===== config.mk =====
export PLATFORM = sky130hd
export DESIGN_NAME = serial_tap_delay
export DESIGN_NICKNAME = d
export VERILOG_FILES = /design/src/rtl/tap_delay_pkg.sv /design/src/rtl/serial_ctrl.sv /design/src/rtl/serial_regs.sv /design/src/rtl/tap_chain.sv /design/src/rtl/serial_tap_delay.sv
export SDC_FILE = /design/constraint.sdc
export NUM_CORES = 1
export LEC_CHECK = 0
export BUFFER_PORTS_ARGS = -buffer_cell sky130_fd_sc_hd__buf_2
export CAP_MARGIN = 10
export CORE_AREA = 3 3 143 284
export CTS_BUF_LIST = sky130_fd_sc_hd__clkbuf_4
export CTS_CLUSTER_DIAMETER = 200
export DETAILED_ROUTE_END_ITERATION = 12
export DIE_AREA = 0 0 146 287
export PLACE_DENSITY = 0.37
export SYNTH_ARGS = -nofsm -noshare
export SYNTH_HDL_FRONTEND = slang
export SYNTH_SLANG_ARGS = --single-unit

===== constraint.sdc =====
create_clock -name clk -period 2.7 [get_ports clk]
set_input_delay 0.135 -clock clk [delete_from_list [all_inputs] [get_ports clk]]
set_output_delay 0.135 -clock clk [all_outputs]
set_load 0.02 [all_outputs]

===== src/rtl/tap_delay_pkg.sv =====
package tap_delay_pkg;

  // Strobes from the serial control to the serial datapath.
  typedef struct packed {
    logic shiftStb;  // push one data bit into the shift register
    logic loadStb;   // copy the shift register into the latch
  } serStrobe_t;

endpackage


===== src/rtl/serial_ctrl.sv =====
module serial_ctrl
  import tap_delay_pkg::*;
(
  input  logic       clk,
  input  logic       rstN,
  input  logic       serEn,
  input  logic       serClk,
  output serStrobe_t stb
);

  logic enPrev;
  logic serClkPrev;

  always_ff @(posedge clk) begin
    if (!rstN) begin
      enPrev     <= 1'b0;
      serClkPrev <= 1'b0;
    end else begin
      enPrev     <= serEn;
      serClkPrev <= serClk;
    end
  end

  // A serial-clock rise counts only while the enable is high.
  always_comb begin
    stb.shiftStb = serEn && serClk && !serClkPrev;
    stb.loadStb  = enPrev && !serEn;
  end

  AST_STROBE_EXCLUSIVE: assert property (@(posedge clk) disable iff (!rstN)
    $onehot0({stb.shiftStb, stb.loadStb}));

endmodule


===== src/rtl/serial_regs.sv =====
module serial_regs
  import tap_delay_pkg::*;
#(
  parameter int SET_W = 8
) (
  input  logic             clk,
  input  logic             rstN,
  input  serStrobe_t       stb,
  input  logic             serData,
  output logic             serOut,
  output logic [SET_W-1:0] setting
);

  logic [SET_W-1:0] shiftQ;
  logic [SET_W-1:0] latchQ;

  always_ff @(posedge clk) begin
    if (!rstN) begin
      shiftQ <= '0;
    end else if (stb.shiftStb) begin
      shiftQ <= {shiftQ[SET_W-2:0], serData};
    end
  end

  always_ff @(posedge clk) begin
    if (!rstN) begin
      latchQ <= '0;
    end else if (stb.loadStb) begin
      latchQ <= shiftQ;
    end
  end

  assign serOut  = shiftQ[SET_W-1];
  assign setting = latchQ;

  AST_LATCH_HOLD: assert property (@(posedge clk) disable iff (!rstN)
    !stb.loadStb |=> $stable(latchQ));

  AST_LATCH_LOAD: assert property (@(posedge clk) disable iff (!rstN)
    stb.loadStb |=> (latchQ == $past(shiftQ)));

  AST_SHIFT_MSB: assert property (@(posedge clk) disable iff (!rstN)
    stb.shiftStb |=> (serOut == $past(shiftQ[SET_W-2])));

endmodule


===== src/rtl/tap_chain.sv =====
module tap_chain #(
  parameter int SET_W = 8
) (
  input  logic             clk,
  input  logic             rstN,
  input  logic             sigIn,
  input  logic [SET_W-1:0] tapSel,
  output logic             sigOut
);

  localparam int STAGES = (1 << SET_W) - 1;

  logic [STAGES-1:0] stageQ;
  logic [STAGES:0]   taps;

  always_ff @(posedge clk) begin
    if (!rstN) begin
      stageQ[0] <= 1'b0;
    end else begin
      stageQ[0] <= sigIn;
    end
  end

  for (genvar k = 1; k < STAGES; k++) begin : g_stage
    always_ff @(posedge clk) begin
      if (!rstN) begin
        stageQ[k] <= 1'b0;
      end else begin
        stageQ[k] <= stageQ[k-1];
      end
    end
  end

  // Tap 0 is the raw input, tap N is the output of stage N-1.
  assign taps   = {stageQ, sigIn};
  assign sigOut = taps[tapSel];

endmodule


===== src/rtl/serial_tap_delay.sv =====
module serial_tap_delay
  import tap_delay_pkg::*;
#(
  parameter int SET_W = 8
) (
  input  logic clk,
  input  logic rstN,
  input  logic serEn,
  input  logic serClk,
  input  logic serData,
  output logic serOut,
  input  logic sigIn,
  output logic sigOut
);

  serStrobe_t       stb;
  logic [SET_W-1:0] curSetting;

  serial_ctrl i_ctrl (
    .clk    (clk),
    .rstN   (rstN),
    .serEn  (serEn),
    .serClk (serClk),
    .stb    (stb)
  );

  serial_regs #(.SET_W(SET_W)) i_regs (
    .clk     (clk),
    .rstN    (rstN),
    .stb     (stb),
    .serData (serData),
    .serOut  (serOut),
    .setting (curSetting)
  );

  tap_chain #(.SET_W(SET_W)) i_chain (
    .clk    (clk),
    .rstN   (rstN),
    .sigIn  (sigIn),
    .tapSel (curSetting),
    .sigOut (sigOut)
  );

  AST_OUT_HOLD: assert property (@(posedge clk) disable iff (!rstN)
    !serEn |=> $stable(serOut));

  AST_UNIT_DELAY: assert property (@(posedge clk) disable iff (!rstN)
    ((curSetting == SET_W'(1)) && !stb.loadStb) |=> (sigOut == $past(sigIn)));

endmodule


======== Word level (Yosys, flattened, before mapping) ========
Cells that the tools add are included.
Widths: inputs -> output; s select.
storage, ports and cells
  bits in registers ....................... 273
  bits in latches ......................... 0
  RAM bits ................................ 0
  ROM bits ................................ 0
  input bits .............................. 6
  output and inout bits ................... 2
  word-level logic and storage cells ...... 267
  memories ................................ 0
cells by class
  add/subtract/negate cells ............... 0
  multiply operators ...................... 0
  divide/modulo/power cells ............... 0
  order comparisons ....................... 1
  equality and inequality tests ........... 0
  shift-type cells ........................ 0
  multiplexer cells ....................... 2
  bitwise gates (word level) .............. 0
  reduce and logical (&&, ||, !) cells .... 5
operators by type and width
  cell                number
  $lt 8x9->1 const B  1
  $bmux 1 s8          1
  $logic_and 1x1->1   3
  $logic_not 1->1     2
  $mux 1              1

======== Logic depth before layout (Yosys ltp) ========
Gate-level depths: netlist of run 1.
  word-level depth ........................ 2
  gate-level depth with buffers ........... 11
  depth with buffers taken out ............ 6

======== By module ========
From an unflattened synthesis of run 1, not the netlist that was laid out.
unflattened totals
  cell total of the unflattened synthesis .. 811
  area total of the unflattened synthesis .. 9760.6 um^2
by module, submodules not included
  module       times used  cells each  area an instance (um^2)  sequential area each (um^2)
  tap_chain    1           754         9083.7                   5104.9
  serial_regs  1           51          608.1                    320.3
  serial_ctrl  1           6           68.8                     40.0

======== Worst setup path before layout of run 1 ========
OpenSTA, ideal clock, no wires.
  kind .................................... reg2out
  from .................................... reg i_regs.latchQ[0] (netlist: i_regs.setting[0])
  to ...................................... out sigOut
  arrival time ............................ 2.291 ns
  setup slack ............................. 0.274 ns
  stages on the path, launching flop included .. 12
  path buffers ............................ 5
  cell sequence ........................... dfxtp_1 -> buf_6 -> buf_6 -> buf_6 -> buf_2 -> buf_4 -> mux2i_1 -> o22ai_1 -> a2111oi_0 -> o21ai_0 -> o2111ai_1 -> o211ai_1
between the ends
  longest elaborated chain between the ends .. 2
RTL lines
  item                          RTL line                RTL
  start: declaration            serial_regs.sv:15       logic [SET_W-1:0] latchQ;
  start signal: assignment      serial_regs.sv:29       latchQ <= shiftQ;
  $bmux 1 s8                    tap_chain.sv:36         assign sigOut = taps[tapSel];
  $mux 1 (not written as such)  tap_chain.sv:36
  end: declaration              serial_tap_delay.sv:13  output logic sigOut
No other way between the ends. The select of a mux whose other input is x is not followed.

======== Final worst setup path of run 1 ========
Same ends and word-level chain as after synthesis.

==> results of run 1 <==
## cell type report
type,instances,share of cell area
sequential,273,0.4817
timing repair buffer,59,0.05055
clock inverter,10,0.003304
multi-input combinational,469,0.3453
inverter,4,0.001322
clock buffer,91,0.06013
antenna,2,0.0004405
tap,520,0.05727
## registers in the layout (all words and copies together), names as in the netlist
name / count
i_chain.stageQ: 255
i_regs.setting: 8
i_regs.shiftQ: 8
i_ctrl.serClkPrev: 1
i_ctrl.enPrev: 1
## cell usage after synthesis
master and count:
dfxtp_1 273, and2_1 257, mux2i_1 47, mux4_2 45, clkbuf_1 44, nand2_1 19
a21oi_1 16, nor2b_1 13, o221ai_1 12, a21boi_0 8, a211oi_1 7, mux2_2 7
buf_4 6, nor2_1 6, o22ai_1 6, a221oi_1 5, buf_1 5, inv_1 4
o21ai_0 4, a22oi_1 3, buf_6 3, nand3_1 3, a2111oi_0 2, buf_2 2
nand3b_1 2, a311oi_1 1, nand2b_1 1, nor3b_1 1, o2111ai_1 1, o211ai_1 1
o311ai_1 1, o31ai_1 1
## cells in the final DEF, fill, tap and decap left out, drive strengths merged
master | Yosys | layout
nor3b | 1 | 1
a21boi | 8 | 8
mux2 | 7 | 7
nand3b | 2 | 2
o311ai | 1 | 1
o22ai | 6 | 6
nor2 | 6 | 6
a221oi | 5 | 5
dfxtp | 273 | 273
inv | 4 | 5
mux4 | 45 | 45
and2 | 257 | 257
diode | 0 | 2
nand2b | 1 | 1
o211ai | 1 | 1
dlygate4sd3 | 0 | 5
bufbuf | 0 | 1
a311oi | 1 | 1
buf | 16 | 53
o21ai | 4 | 4
a21oi | 16 | 16
a211oi | 7 | 7
nand2 | 19 | 19
a2111oi | 2 | 2
o31ai | 1 | 1
o221ai | 12 | 12
mux2i | 47 | 47
clkbuf | 44 | 91
clkinv | 0 | 9
nor2b | 13 | 13
nand3 | 3 | 3
o2111ai | 1 | 1
a22oi | 3 | 3
## stage by stage
stage / total power [mW] / hold WS, ns / utilization
2_1_floorplan: 4.194 / 0.2567 / -
3_3_place_gp: 4.230 / 0.3561 / 0.2698
3_5_place_dp: 4.229 / 0.3649 / 0.2698
4_1_cts: 7.495 / 0.1058 / 0.2925
5_1_grt: 7.674 / 0.1497 / 0.2938
6_report: 7.273 / 0.2138 / 0.2938
## what timing repair did
action                     in CTS  in global routing
setup endpoints to repair       1                  1
hold buffers                    5                  0
cloned                          1                  0
pin swaps                       3                  0
hold endpoints to repair       78                  0
gates resized for setup        16                 10
buffers inserted                3                  0
## worst register-to-register path: cells and delay by family (launching register included)
kind | cells | cell delay, ns
and+or+nand+nor | 2 | 0.61
AOI/OAI and AO/OA | 1 | 0.34
DFF | 1 | 0.32
## report_power, final
| group | total, mW | internal, mW | switching [mW] |
|---|---|---|---|
| clock | 3.13 | 1.53 | 1.60 |
| combinational | 0.110 | 0.0375 | 0.0721 |
| sequential | 4.03 | 4.03 | 0.00249 |
## layer usage
metal / global-route usage / vias up / routed length, µm
met3: 0.02666 / 60 / 879
met4: 0.06477 / 0 / 898
met5: 0 / - / 0
li1: - / 2880 / -
met1: 0.1203 / 2932 / 8940
met2: 0.2301 / 106 / 13570
## worst max path at each step
stage / cells past startpoint / to / slack, ns / start
finish: 9 / sigOut / -0.51 / i_regs.setting[0]$_SDFFE_PN0P_
global route: 8 / sigOut / -0.72 / i_regs.setting[0]$_SDFFE_PN0P_
detailed placement: 11 / sigOut / -0.15 / i_regs.setting[0]$_SDFFE_PN0P_
CTS: 9 / sigOut / -0.67 / i_regs.setting[0]$_SDFFE_PN0P_
floorplan: 11 / sigOut / 0.27 / i_regs.setting[0]$_SDFFE_PN0P_
global placement: 11 / sigOut / -0.16 / i_regs.setting[0]$_SDFFE_PN0P_
## cells by family after synthesis
| family | after synthesis |
|---|---|
| compound gates | 68 |
| buf+inv | 64 |
| flops | 273 |
| mux | 99 |
| simple gates | 302 |
==> flow_summary.ini, run 1 <==
[grt]
first_global_vias = 6860
grt_pass1_wl_mm = 38.90
grt_max_degree = 93
overflow = 0
antenna_found_initial = 1
grtUsageTotal = 0.1207

[logic_synthesis]
yosysTopAreaCell = dfxtp_1
synth-xor-area-share = 0
ys_warn_count = 0
synth_top_family_by_area = simple AND/OR/NAND/NOR gates
synthAdderAreaFrac = 0
synth-compound-area-share = 0.04993
synthesis.area_um2 = 9623
yosysSeqAreaShare = 0.5679
synth_cell_types = 32
synth_top_area_frac = 0.5679
muxShareOfSynthArea = 0.1624
syn_avg_cell_area_um2 = 11.94
synth_nets = 812
synth_cells = 806
ys_seq_elements = 273
synthSimpleGateAreaFrac = 0.1898
synth.area.top_cells = dfxtp_1 (57%), and2_1 (17%), mux4_2 (11%), mux2i_1 (4.9%), clkbuf_1 (1.7%)

[worst_setup_path]
slowest_delay_ns = 0.51
path_cells = buf_6, mux4_2, mux4_2, mux2i_1, nor2_1, o311ai_1, buf_4, o211ai_1, buf_4
cp_num_buf_inv = 3
endpoint_kind = output port
path_delay_family = multiplexers
regToRegEndpoint = i_regs.setting[3]$_SDFFE_PN0P_
path_max_fanout = 4
worstReg2RegStart = i_ctrl.enPrev$_SDFF_PN0_
cp.arrival_ns = 3.08
critical_path_class = reg2out
ff2ff_path_depth = 3
rrSetupSlack_ns = 1.32
cp_slowest_cell = mux4_2
cp_data_required_time_ns = 2.57
cp-start-kind = register

[timing]
hold_viol = 0
tightest_slew_ns = 0.5402
fmax_mhz = 311.1
layout_setup_ws_ns = -0.5143
max-slew-margin-rel = 0.6391
drv_slew = 0
grt_setup_unrepaired = yes
finalSetupTns_ns = -0.5143
post-route-period-util = 1.190
finalSetupViolCount = 1
min_period_ns = 3.214
skew_ns = 0.02553

[route]
drcViolationCount = 0
first_pass_iters = 4
drtIter0Drc = 203
vias = 5978
routed_wirelength_mm = 24.29
ant_nets = 0
drt-wirelength-per-cell_um = 17.01
via_per_inst = 4.186

[place]
place_inst = 1316
place_ws_ns = -0.1524
numPortBuffers = 7
dpl_cell_area_um2 = 10430
gp_congestion = 0.6937
dpl.hpwl_mm = 15.85

[finish]
multi_input_area_um2 = 3923
stdcell_area_um2 = 11360
nets = 880
n_fill_cell = 4003
instances_no_fill = 1428
syn_to_final_growth_pct = 18.06
drive_above_1_share = 0.2329
regArea_um2 = 5473

[floorplanning]
die_y_um = 287
core_area_um2 = 38670
dieArea_um2 = 41900
start_util = 0.2489
io_pins = 8
chipWidth_um = 146
rows = 102

[min_path]
hold_depth = 3
min_from = serClk
hold_end = i_ctrl.serClkPrev$_SDFF_PN0_
hp-class = in2reg

[clocking]
clock_sinks = 273
cts_tree = yes
htreeDepth = 3
clock_path_buffers = 3
cts_buffers = 67
clk_pin_slew_ns = 0.06
clockRootBuffer = clkbuf_4
clock_latency_ns = 0.70

[power]
pwr_density_cell_nw_per_um2 = 640.2
peakVddDrop_mv = 0.2224
cellLeakagePower_nw = 4.278

[status]
status = finished, violations left
violations = negative setup slack

[job]
drv_cap = 0
Power figures use the tool's default switching activity.
==> run 2, diff against run 1 <==
--- a/config.mk
+++ b/config.mk
@@ -5,13 +5,13 @@
 export SDC_FILE = /design/constraint.sdc
 export NUM_CORES = 1
 export LEC_CHECK = 0
-export BUFFER_PORTS_ARGS = -buffer_cell sky130_fd_sc_hd__buf_2
 export CAP_MARGIN = 10
 export CORE_AREA = 3 3 143 284
 export CTS_BUF_LIST = sky130_fd_sc_hd__clkbuf_4
 export CTS_CLUSTER_DIAMETER = 200
 export DETAILED_ROUTE_END_ITERATION = 12
 export DIE_AREA = 0 0 146 287
+export DONT_BUFFER_PORTS = 1
 export PLACE_DENSITY = 0.37
 export SYNTH_ARGS = -nofsm -noshare
 export SYNTH_HDL_FRONTEND = slang
==> run 2 against run 1 <==
The flow finishes with violations (negative hold slack, negative setup slack); clock-buffer cell count up 4; die area unchanged; power up 4.5%; maximum frequency down 1.7%; wire length up 1.9%; combinational power about the same; worst setup slack worse by 0.056 ns; global-route usage up 0.29 points; critical endpoint unchanged; highest routed layer unchanged.
==> flow_summary.ini, run 2 (synthesized netlist as in run 1, its figures left out) <==
[route]
drcViolationCount = 0
drt-wirelength-per-cell_um = 17.12
first_pass_iters = 4
ant_nets = 0
vias = 6008
drtIter0Drc = 190
via_per_inst = 4.155
routed_wirelength_mm = 24.76

[finish]
nets = 889
drive_above_1_share = 0.2139
largest-register = i_chain.stageQ
syn_to_final_growth_pct = 19.76
largest_reg_flops = 255
final_cell_mix = dfxtp_1 (271), and2_1 (257), clkbuf_4 (95)
final_common_cell = dfxtp_1
n_fill_cell = 4035

[floorplanning]
io_pins = 8
rows = 102
dieArea_um2 = 41900
die_y_um = 287
start_util = 0.2489
core_area_um2 = 38670
chipWidth_um = 146

[grt]
grt_pass1_wl_mm = 39.72
antenna_found_initial = 2
grtUsageTotal = 0.1236
first_global_vias = 6798
grt_max_degree = 254
overflow = 0

[place]
gp_congestion = 0.7130
place_ws_ns = 0.01622
numPortBuffers = 0
dpl.hpwl_mm = 15.23

[timing]
finalSetupTns_ns = -0.5702
holdWs_ns = -0.06008
grt_setup_unrepaired = yes
fmax_mhz = 305.8
post-route-period-util = 1.211
min_period_ns = 3.270
drv_slew = 0
skew_ns = 0.03345
layout_setup_ws_ns = -0.5702
max-slew-margin-rel = 0.3328
finalSetupViolCount = 1
hold_viol = 11
tightest_slew_ns = 1.001

[clocking]
clock_path_buffers = 3
htreeDepth = 3
cts_buffers = 70
clock_sinks = 273
clk_pin_slew_ns = 0.07
clockRootBuffer = clkbuf_4
cts_tree = yes
clock_latency_ns = 0.70

[worst_setup_path]
cp_data_required_time_ns = 2.57
rrSetupSlack_ns = 1.28
path_common_cell = mux4_2
regToRegEndpoint = i_regs.setting[3]$_SDFFE_PN0P_
crit_start = i_regs.setting[0]$_SDFFE_PN0P_
cp.arrival_ns = 3.14
slowest_delay_ns = 0.49
cp_slowest_cell = mux4_2
critical_path_class = reg2out
crit_end = sigOut
path_cells = buf_12, mux4_2, mux4_2, mux2i_1, nor2_1, o311ai_2, o211ai_1, buf_4
worstReg2RegStart = i_ctrl.enPrev$_SDFF_PN0_
endpoint_kind = output port
cp-start-kind = register
path_max_fanout = 7
ff2ff_path_depth = 3

[power]
peakVddDrop_mv = 0.2311
pwr_density_cell_nw_per_um2 = 659.3
cellLeakagePower_nw = 4.360

[job]
drv_cap = 0

[min_path]
hp-class = in2reg

[status]
violations = negative hold slack, negative setup slack
status = finished, violations left
## run 2: changes by cell type in the layout (fill, tap and decap cells not counted), moves of 2 or more
cell | previous run | this run
bufinv_16 | 0 | 2
mux2i_2 | 2 | 0
clkbuf_4 | 91 | 95
diode_2 | 2 | 5
dlygate4sd3_1 | 5 | 26
mux2i_1 | 45 | 47
buf_2 | 5 | 0
buf_12 | 7 | 5
buf_4 | 37 | 30
clkinv_1 | 9 | 12
## run 2: how the worst min path moves through the flow
stage                      from                              to  cells after the start
final                      rstN  i_chain.stageQ[217]$_SDFF_PN0_                      2
after global routing       rstN  i_chain.stageQ[218]$_SDFF_PN0_                      2
after CTS                  rstN  i_regs.setting[5]$_SDFFE_PN0P_                      2
after detailed placement  serEn        i_ctrl.enPrev$_SDFF_PN0_                      1
after global placement    serEn        i_ctrl.enPrev$_SDFF_PN0_                      1
after floorplan           serEn        i_ctrl.enPrev$_SDFF_PN0_                      1
## run 2: critical path: cells and delay by family, from the launching register on
family | cells | cell delay [ns]
AOI/OAI and AO/OA | 2 | 0.48
buffers and inverters | 2 | 0.34
DFF | 1 | 0.39
muxes | 3 | 1.13
and+or+nand+nor | 1 | 0.07
## run 2: timing repair
action	CTS	global route
endpoints found under the hold margin	273	0
endpoints found under the setup margin	1	1
setup buffers	2	0
cloned	0	0
resized for setup	9	2
pin swaps	2	1
hold buffers	27	0
## run 2: final cells by class
| type | count | area (µm²) | share of cell area |
|---|---|---|---|
| antenna | 5 | 12.51 | 0.001086 |
| timing repair buffer | 65 | 650.6 | 0.05645 |
| clock inverter | 15 | 108.9 | 0.009445 |
| inverter | 4 | 15.01 | 0.001303 |
| tap | 520 | 650.6 | 0.05645 |
| multi-input combinational | 469 | 3904 | 0.3387 |
| clock buffer | 95 | 713.2 | 0.06188 |
| sequential | 273 | 5470 | 0.4747 |
## run 2: through the flow
| stage | total power [mW] | util | cell area (µm²) | hold slack (ns) | instances |
|---|---|---|---|---|---|
| after floorplan | 4.194 | - | 9623 | 0.2567 | 806 |
| after global placement | 4.167 | 0.2674 | 10340 | 0.2580 | 1302 |
| after detailed placement | 4.167 | 0.2674 | 10340 | 0.2600 | 1302 |
| after CTS | 7.819 | 0.2974 | 11500 | 0.002125 | 1441 |
| after global routing | 8.012 | 0.2980 | 11520 | 0.07249 | 1446 |
| final | 7.598 | 0.2980 | 11520 | -0.06008 | 1446 |
## run 2: power by group
part	total [mW]	switching [mW]	internal (mW)
clock network	3.45	1.65	1.80
logic	0.111	0.0737	0.0370
registers	4.03	0.00271	4.03
total	7.60	1.73	5.87
## run 2: per-layer routing
metal	wire length, µm	vias up	GRT usage
li1	-	2917	-
met1	9741	2960	0.1316
met2	13550	85	0.2302
met3	799	46	0.02998
met4	669	0	0.05346
met5	0	-	0
